## src/rtl/adc_bus_pkg.sv

```systemverilog
package adc_bus_pkg;
    localparam int LANES = 3;

    typedef enum logic [1:0] {
        FMT_WORD  = 2'd0,
        FMT_UPPER = 2'd1,
        FMT_LOWER = 2'd2
    } rd_fmt_e;
endpackage

```

## src/rtl/adc_cmd_decode.sv

```systemverilog
module adc_cmd_decode
    import adc_bus_pkg::*;
#(
    parameter int LEFT_W    = 4,
    parameter int EARLY_WIN = 2
) (
    input  logic              clk,
    input  logic              rst_n,
    input  logic              en,
    input  logic              sel_n,
    input  logic              rd_cnv,
    input  logic              word_mode,
    input  logic              byte_sel,
    input  logic              busy,
    input  logic [LEFT_W-1:0] left,
    output logic              start,
    output logic              shrt,
    output logic              rd_go,
    output rd_fmt_e           fmt
);
    localparam logic [LEFT_W-1:0] WIN_V = LEFT_W'(EARLY_WIN);

    typedef struct packed {
        logic cmd_prev;
        logic start;
        logic shrt;
    } dec_t;

    dec_t dec_d, dec_q;
    logic cmd, access, out_ok;

    always_comb begin
        access = en & ~sel_n;
        cmd    = access & ~rd_cnv;
        out_ok = ~busy | (left <= WIN_V);
        dec_d          = dec_q;
        dec_d.cmd_prev = cmd;
        dec_d.start    = cmd & ~dec_q.cmd_prev & ~busy;
        if (dec_d.start) dec_d.shrt = byte_sel;
        rd_go = access & rd_cnv & out_ok;
        if (word_mode)     fmt = FMT_WORD;
        else if (byte_sel) fmt = FMT_LOWER;
        else               fmt = FMT_UPPER;
    end

    always_ff @(posedge clk or negedge rst_n) begin
        if (!rst_n) dec_q <= '0;
        else        dec_q <= dec_d;
    end

    assign start = dec_q.start;
    assign shrt  = dec_q.shrt;

    // a start pulse lasts a single cycle
    a_r4_single_pulse: assert property (@(posedge clk) disable iff (!rst_n)
        start |=> !start);
    // no start while the sequencer was busy
    a_r5_idle_start: assert property (@(posedge clk) disable iff (!rst_n)
        start |-> $past(!busy));
    // short flag follows the sampled byte selector
    a_r3_short_flag: assert property (@(posedge clk) disable iff (!rst_n)
        start |-> (shrt == $past(byte_sel)));
endmodule

```

## src/rtl/adc_out_format.sv

```systemverilog
module adc_out_format
    import adc_bus_pkg::*;
#(
    parameter int NIB_W = 4
) (
    input  logic                 clk,
    input  logic                 rst_n,
    input  logic                 rd_go,
    input  rd_fmt_e              fmt,
    input  logic [LANES*NIB_W-1:0] result,
    output logic [LANES*NIB_W-1:0] dout,
    output logic [LANES-1:0]       oe
);
    localparam int DW = LANES * NIB_W;

    typedef struct packed {
        logic [DW-1:0]    data;
        logic [LANES-1:0] oe;
    } fmt_t;

    fmt_t fmt_d, fmt_q;
    logic [DW-1:0]    lane_val;
    logic [LANES-1:0] lane_on;

    for (genvar g = 0; g < LANES; g++) begin : g_lane
        always_comb begin
            lane_on[g] = 1'b0;
            lane_val[g*NIB_W +: NIB_W] = '0;
            unique case (fmt)
                FMT_WORD: begin
                    lane_on[g] = 1'b1;
                    lane_val[g*NIB_W +: NIB_W] = result[g*NIB_W +: NIB_W];
                end
                FMT_UPPER: begin
                    lane_on[g] = (g != 0);
                    if (g != 0)
                        lane_val[g*NIB_W +: NIB_W] = result[g*NIB_W +: NIB_W];
                end
                FMT_LOWER: begin
                    lane_on[g] = (g != LANES - 1);
                    if (g == 0)
                        lane_val[g*NIB_W +: NIB_W] = result[g*NIB_W +: NIB_W];
                end
                default: lane_on[g] = 1'b0;
            endcase
        end
    end

    always_comb begin
        fmt_d      = '0;
        if (rd_go) begin
            fmt_d.oe   = lane_on;
            fmt_d.data = lane_val;
        end
    end

    always_ff @(posedge clk or negedge rst_n) begin
        if (!rst_n) fmt_q <= '0;
        else        fmt_q <= fmt_d;
    end

    assign dout = fmt_q.data;
    assign oe   = fmt_q.oe;

    // middle lane on with top lane off carries zero fill
    a_r8_zero_fill: assert property (@(posedge clk) disable iff (!rst_n)
        (oe[1] && !oe[2]) |-> (dout[2*NIB_W-1:NIB_W] == '0));
endmodule

```

## src/rtl/adc_bus_ctrl.sv

```systemverilog
module adc_bus_ctrl
    import adc_bus_pkg::*;
#(
    parameter int NIB_W     = 4,
    parameter int LEFT_W    = 4,
    parameter int EARLY_WIN = 2
) (
    input  logic                   clk,
    input  logic                   rst_n,
    input  logic                   en,
    input  logic                   sel_n,
    input  logic                   rd_cnv,
    input  logic                   word_mode,
    input  logic                   byte_sel,
    input  logic                   seq_busy,
    input  logic [LEFT_W-1:0]      seq_left,
    input  logic [3*NIB_W-1:0]     seq_result,
    output logic                   conv_start,
    output logic                   conv_short,
    output logic [3*NIB_W-1:0]     dout,
    output logic                   oe_hi,
    output logic                   oe_mid,
    output logic                   oe_lo
);
    localparam logic [LEFT_W-1:0] WIN_V = LEFT_W'(EARLY_WIN);

    logic             rd_go;
    rd_fmt_e          fmt;
    logic [LANES-1:0] oe;

    adc_cmd_decode #(.LEFT_W(LEFT_W), .EARLY_WIN(EARLY_WIN)) u_dec (
        .clk(clk), .rst_n(rst_n), .en(en), .sel_n(sel_n), .rd_cnv(rd_cnv),
        .word_mode(word_mode), .byte_sel(byte_sel), .busy(seq_busy),
        .left(seq_left), .start(conv_start), .shrt(conv_short),
        .rd_go(rd_go), .fmt(fmt)
    );

    adc_out_format #(.NIB_W(NIB_W)) u_fmt (
        .clk(clk), .rst_n(rst_n), .rd_go(rd_go), .fmt(fmt),
        .result(seq_result), .dout(dout), .oe(oe)
    );

    assign oe_hi  = oe[2];
    assign oe_mid = oe[1];
    assign oe_lo  = oe[0];

    // any lane enable needs a selected read on the previous edge
    a_r2_selected_read: assert property (@(posedge clk) disable iff (!rst_n)
        (oe_hi || oe_mid || oe_lo) |-> $past(en && !sel_n && rd_cnv));
    // outputs are off while busy outside the early window
    a_r9_busy_window: assert property (@(posedge clk) disable iff (!rst_n)
        (oe_hi || oe_mid || oe_lo) |-> $past(!seq_busy || (seq_left <= WIN_V)));
    // a start also needs the device selected
    a_r2_start_selected: assert property (@(posedge clk) disable iff (!rst_n)
        conv_start |-> $past(en && !sel_n && !rd_cnv));
endmodule

```

## config.mk

```make
export PLATFORM = sky130hd
export DESIGN_NAME = adc_bus_ctrl
export DESIGN_NICKNAME = d
export VERILOG_FILES = /design/src/rtl/adc_bus_pkg.sv /design/src/rtl/adc_cmd_decode.sv /design/src/rtl/adc_out_format.sv /design/src/rtl/adc_bus_ctrl.sv
export SDC_FILE = /design/constraint.sdc
export NUM_CORES = 1
export LEC_CHECK = 0
export CAP_MARGIN = 20
export CORE_UTILIZATION = 50
export DETAILED_ROUTE_END_ITERATION = 7
export DONT_BUFFER_PORTS = 1
export PLACE_DENSITY = 0.65
export SETUP_SLACK_MARGIN = 0.4
export SYNTH_ARGS = -nofsm -noshare
export SYNTH_HDL_FRONTEND = slang
export SYNTH_HIERARCHICAL = 1
export SYNTH_SLANG_ARGS = --single-unit
export TNS_END_PERCENT = 50
```

## constraint.sdc

```tcl
create_clock -name clk -period 2.8 [get_ports clk]
set_input_delay 0.28 -clock clk [delete_from_list [all_inputs] [get_ports clk]]
set_output_delay 0.28 -clock clk [all_outputs]
set_load 0.05 [all_outputs]
```

==> metrics <==
outcome=complete, no violations; count of cell types in the netlist=13; aggregate routed wire length=1.12 mm; row count=12; depth of the worst register-to-register path=2; register-to-register path setup slack=1650 ps; hold violation count in the final report=0; most used standard cell by instance count after synthesis=sky130_fd_sc_hd__dfrtp_1; pin count of the biggest net entering global routing=19; synthesized instance count=43; total negative slack for setup checks=0 ps; CTS max path bufs=2; initial antenna violation count=0; adder-cell share of the synthesized area=0%; final standard cell count with taps included and fillers excluded=61; Filler cells=91; Worst IR Drop VDD=0.333 mV; startpoint of the worst-slack reg-to-reg timing path=u_dec/dec_q[2]$_DFF_PN0_; data arrival time of the critical path=1690 ps; Hold WS=54.1 ps; post-detailed-route via-to-cell ratio=5.95; Max transition margin=approximately 47%; Hold Path Class=in2reg; Static Leakage=around 0.39 nW; H-Tree Level Count=1; area of the die=0.00149 mm^2; DRT Pass-1 Iters=2; Antenna Violating Nets Remaining=0; start point of the worst min-delay path=rd_cnv; net count of the mapped netlist=67; area overhead of the layout relative to synthesis=6.89%; share of async-settable or async-resettable flops after synthesis=100%; area fraction of the dominant cell type after synthesis=67.0%; Horiz. Die Dim=between 30 and 40 um; MaxCap Viol Count=0; Warnings, synthesis=6; WHS Path Cells=1; hold endpoint=u_dec/start$_DFF_PN0_; post-route design area=718 um^2; synth cell count leaders=sky130_fd_sc_hd__dfrtp_1, sky130_fd_sc_hd__and3b_1, sky130_fd_sc_hd__and3b_2; synthesized-area fraction occupied by xor and xnor cells=0%; type of the setup path with the least slack=in2reg; clock period minus final worst setup slack=around 1500 ps; overall power consumption=443 uW; fraction of layout cells with a size suffix above 1=21.3%; routed wire length per instance=18.4 um; total vias in the final route=363; TritonCTS clock tree=built; share of the synthesized area in compound gates (AO/OA/AOI/OAI)=3.54%; global-route wire length before repair=1.57 mm; post-CTS setup buffers=0; # clock sinks=18; effective utilization at floorplan=between 50% and 60%; cell at the root of the clock tree=sky130_fd_sc_hd__clkbuf_4; die height=38.7 um; largest area contributor in the synthesized netlist=sky130_fd_sc_hd__dfrtp_1; main combinational cell family by area after synthesis=simple AND/OR/NAND/NOR gates; highest achievable clock rate=679 MHz; DRC errors left=0; 1st-iter DRT viols=2; Critical Path RT=between 3000 and 4000 ps; EDFF count, synth=0; vias in the first global route=roughly 340; TritonCTS buffer count=3; setup skew after layout=0.141 ps; most area-consuming cells after synthesis=sky130_fd_sc_hd__dfrtp_1, sky130_fd_sc_hd__and3b_1, sky130_fd_sc_hd__and3b_2; period utilization=52.6%; final estimated routing congestion in global placement=around 0.68; synthesized area divided by synthesized cell count=15.6 um^2; share of synthesized area spent on multiplexers=1.68%; GRT Residual Overflow=0; total routing usage reported by global routing=16.3%; clock latency at the later pin of the worst-skew pair=280 ps; Setup crit end kind=flip-flop; I/O pin cnt=41; Post-DP Area=686 um^2; simple logic cell fraction of the synthesized area=25.5%; number of nets at the end of the flow=73; input/output buffers=0; number of pins exceeding their max-slew limit in the final report=0; slew at the pin closest to its max-slew limit=791 ps; core footprint=about 0.0012 mm^2; critical path fanouts, max=8; number of placed instances with taps included=57; area of the mapped netlist=672 um^2; critical register-to-register path endpoint=u_dec/shrt$_DFFE_PN0P_; share of the yosys chip area belonging to registers=roughly two thirds; placed wire-length estimate after detailed placement=between 800 and 900 um; register bit total from synthesis=18; clock transition at the register clock pins on the worst setup and hold paths after CTS=90 ps; total power density per cell area=617 mW/mm^2; category of the worst setup path launch point=primary input; Ant. Diodes=0; RSZ-0062 raised after global routing=no; Finish-stage setup viols=0; primary flip-flop cell chosen by synthesis mapping=sky130_fd_sc_hd__dfrtp_1
## layout by cell type (no fill, tap or decap)
master / instances
sky130_fd_sc_hd__dfrtp_1: 18
sky130_fd_sc_hd__and3b_1: 8
sky130_fd_sc_hd__and3b_2: 4
sky130_fd_sc_hd__clkbuf_4: 3
sky130_fd_sc_hd__nor2b_1: 3
sky130_fd_sc_hd__nor2_1: 2
sky130_fd_sc_hd__dlygate4sd3_1: 1
sky130_fd_sc_hd__nand2b_4: 1
sky130_fd_sc_hd__nor4_4: 1
sky130_fd_sc_hd__a211o_1: 1
sky130_fd_sc_hd__inv_1: 1
sky130_fd_sc_hd__a211oi_1: 1
sky130_fd_sc_hd__mux2_1: 1
sky130_fd_sc_hd__a21boi_1: 1
sky130_fd_sc_hd__buf_4: 1
## registers in the layout (all words and copies together) (netlist names)
name and count:
u_fmt/dout 12, u_fmt/oe 3, u_dec/start 1, u_dec/shrt 1, u_dec/dec_q 1
## where the power goes
part	internal [mW]	switching, mW	leakage (nW)
Clock	0.0498	0.0689	0.0138
Sequential	0.268	0.0330	0.247
Combinational	0.0107	0.0129	0.129
## what timing repair did
item / 4_1_cts / 5_1_grt
endpoints found under the hold margin: 18 / 0
hold buffers: 1 / 0
resized for setup: 0 / 0
## kinds of logic after synthesis
family / Yosys count
AOI/OAI and AO/OA: 3
muxes: 1
DFF: 18
and+or+nand+nor: 19
buffers and inverters: 2
## through the flow
step	util (%)	worst slack (ps)
after detailed placement	58.5	1000
after global placement	58.5	1150
after global routing	61.3	1230
final	61.3	1330
after floorplan	-	1430
after CTS	61.3	1300
## worst max path at each step
stage	depth (start not counted)	slack (ps)	endpoint	from
2_1_floorplan	4	1430	u_fmt/oe[1]$_DFF_PN0_	seq_left[0]
5_1_grt	4	1230	u_fmt/oe[1]$_DFF_PN0_	seq_left[0]
3_5_place_dp	4	1000	u_fmt/dout[3]$_DFF_PN0_	seq_left[0]
3_3_place_gp	4	1150	u_fmt/dout[1]$_DFF_PN0_	seq_left[0]
4_1_cts	4	1300	u_fmt/dout[3]$_DFF_PN0_	seq_left[0]
6_report	4	1330	u_fmt/dout[3]$_DFF_PN0_	seq_left[0]
## per-layer routing
| layer | track usage [%] | routed length [um] | up-vias |
|---|---|---|---|
| met5 | 0 | 0 | - |
| met4 | 5.17 | 0 | 0 |
| met3 | 4.62 | 120 | 0 |
| met2 | 26.3 | 560 | 30 |
| met1 | 21.2 | 439 | 176 |
| li1 | - | - | 157 |
## critical path, stage by stage
cell,delay (ps)
sky130_fd_sc_hd__a211o_1,270
sky130_fd_sc_hd__a211oi_1,690
sky130_fd_sc_hd__buf_4,270
sky130_fd_sc_hd__and3b_2,180
## layout make-up
type | instances | area [um^2] | share of cell area, %
multi-input combinational | 23 | 206 | 28.7
inverter | 1 | 3.75 | 0.523
sequential | 18 | 450 | 62.7
timing repair buffer | 2 | 17.5 | 2.44
clock buffer | 3 | 22.5 | 3.14
tap | 14 | 17.5 | 2.44
Note: power is estimated with default switching activity, not from simulation.
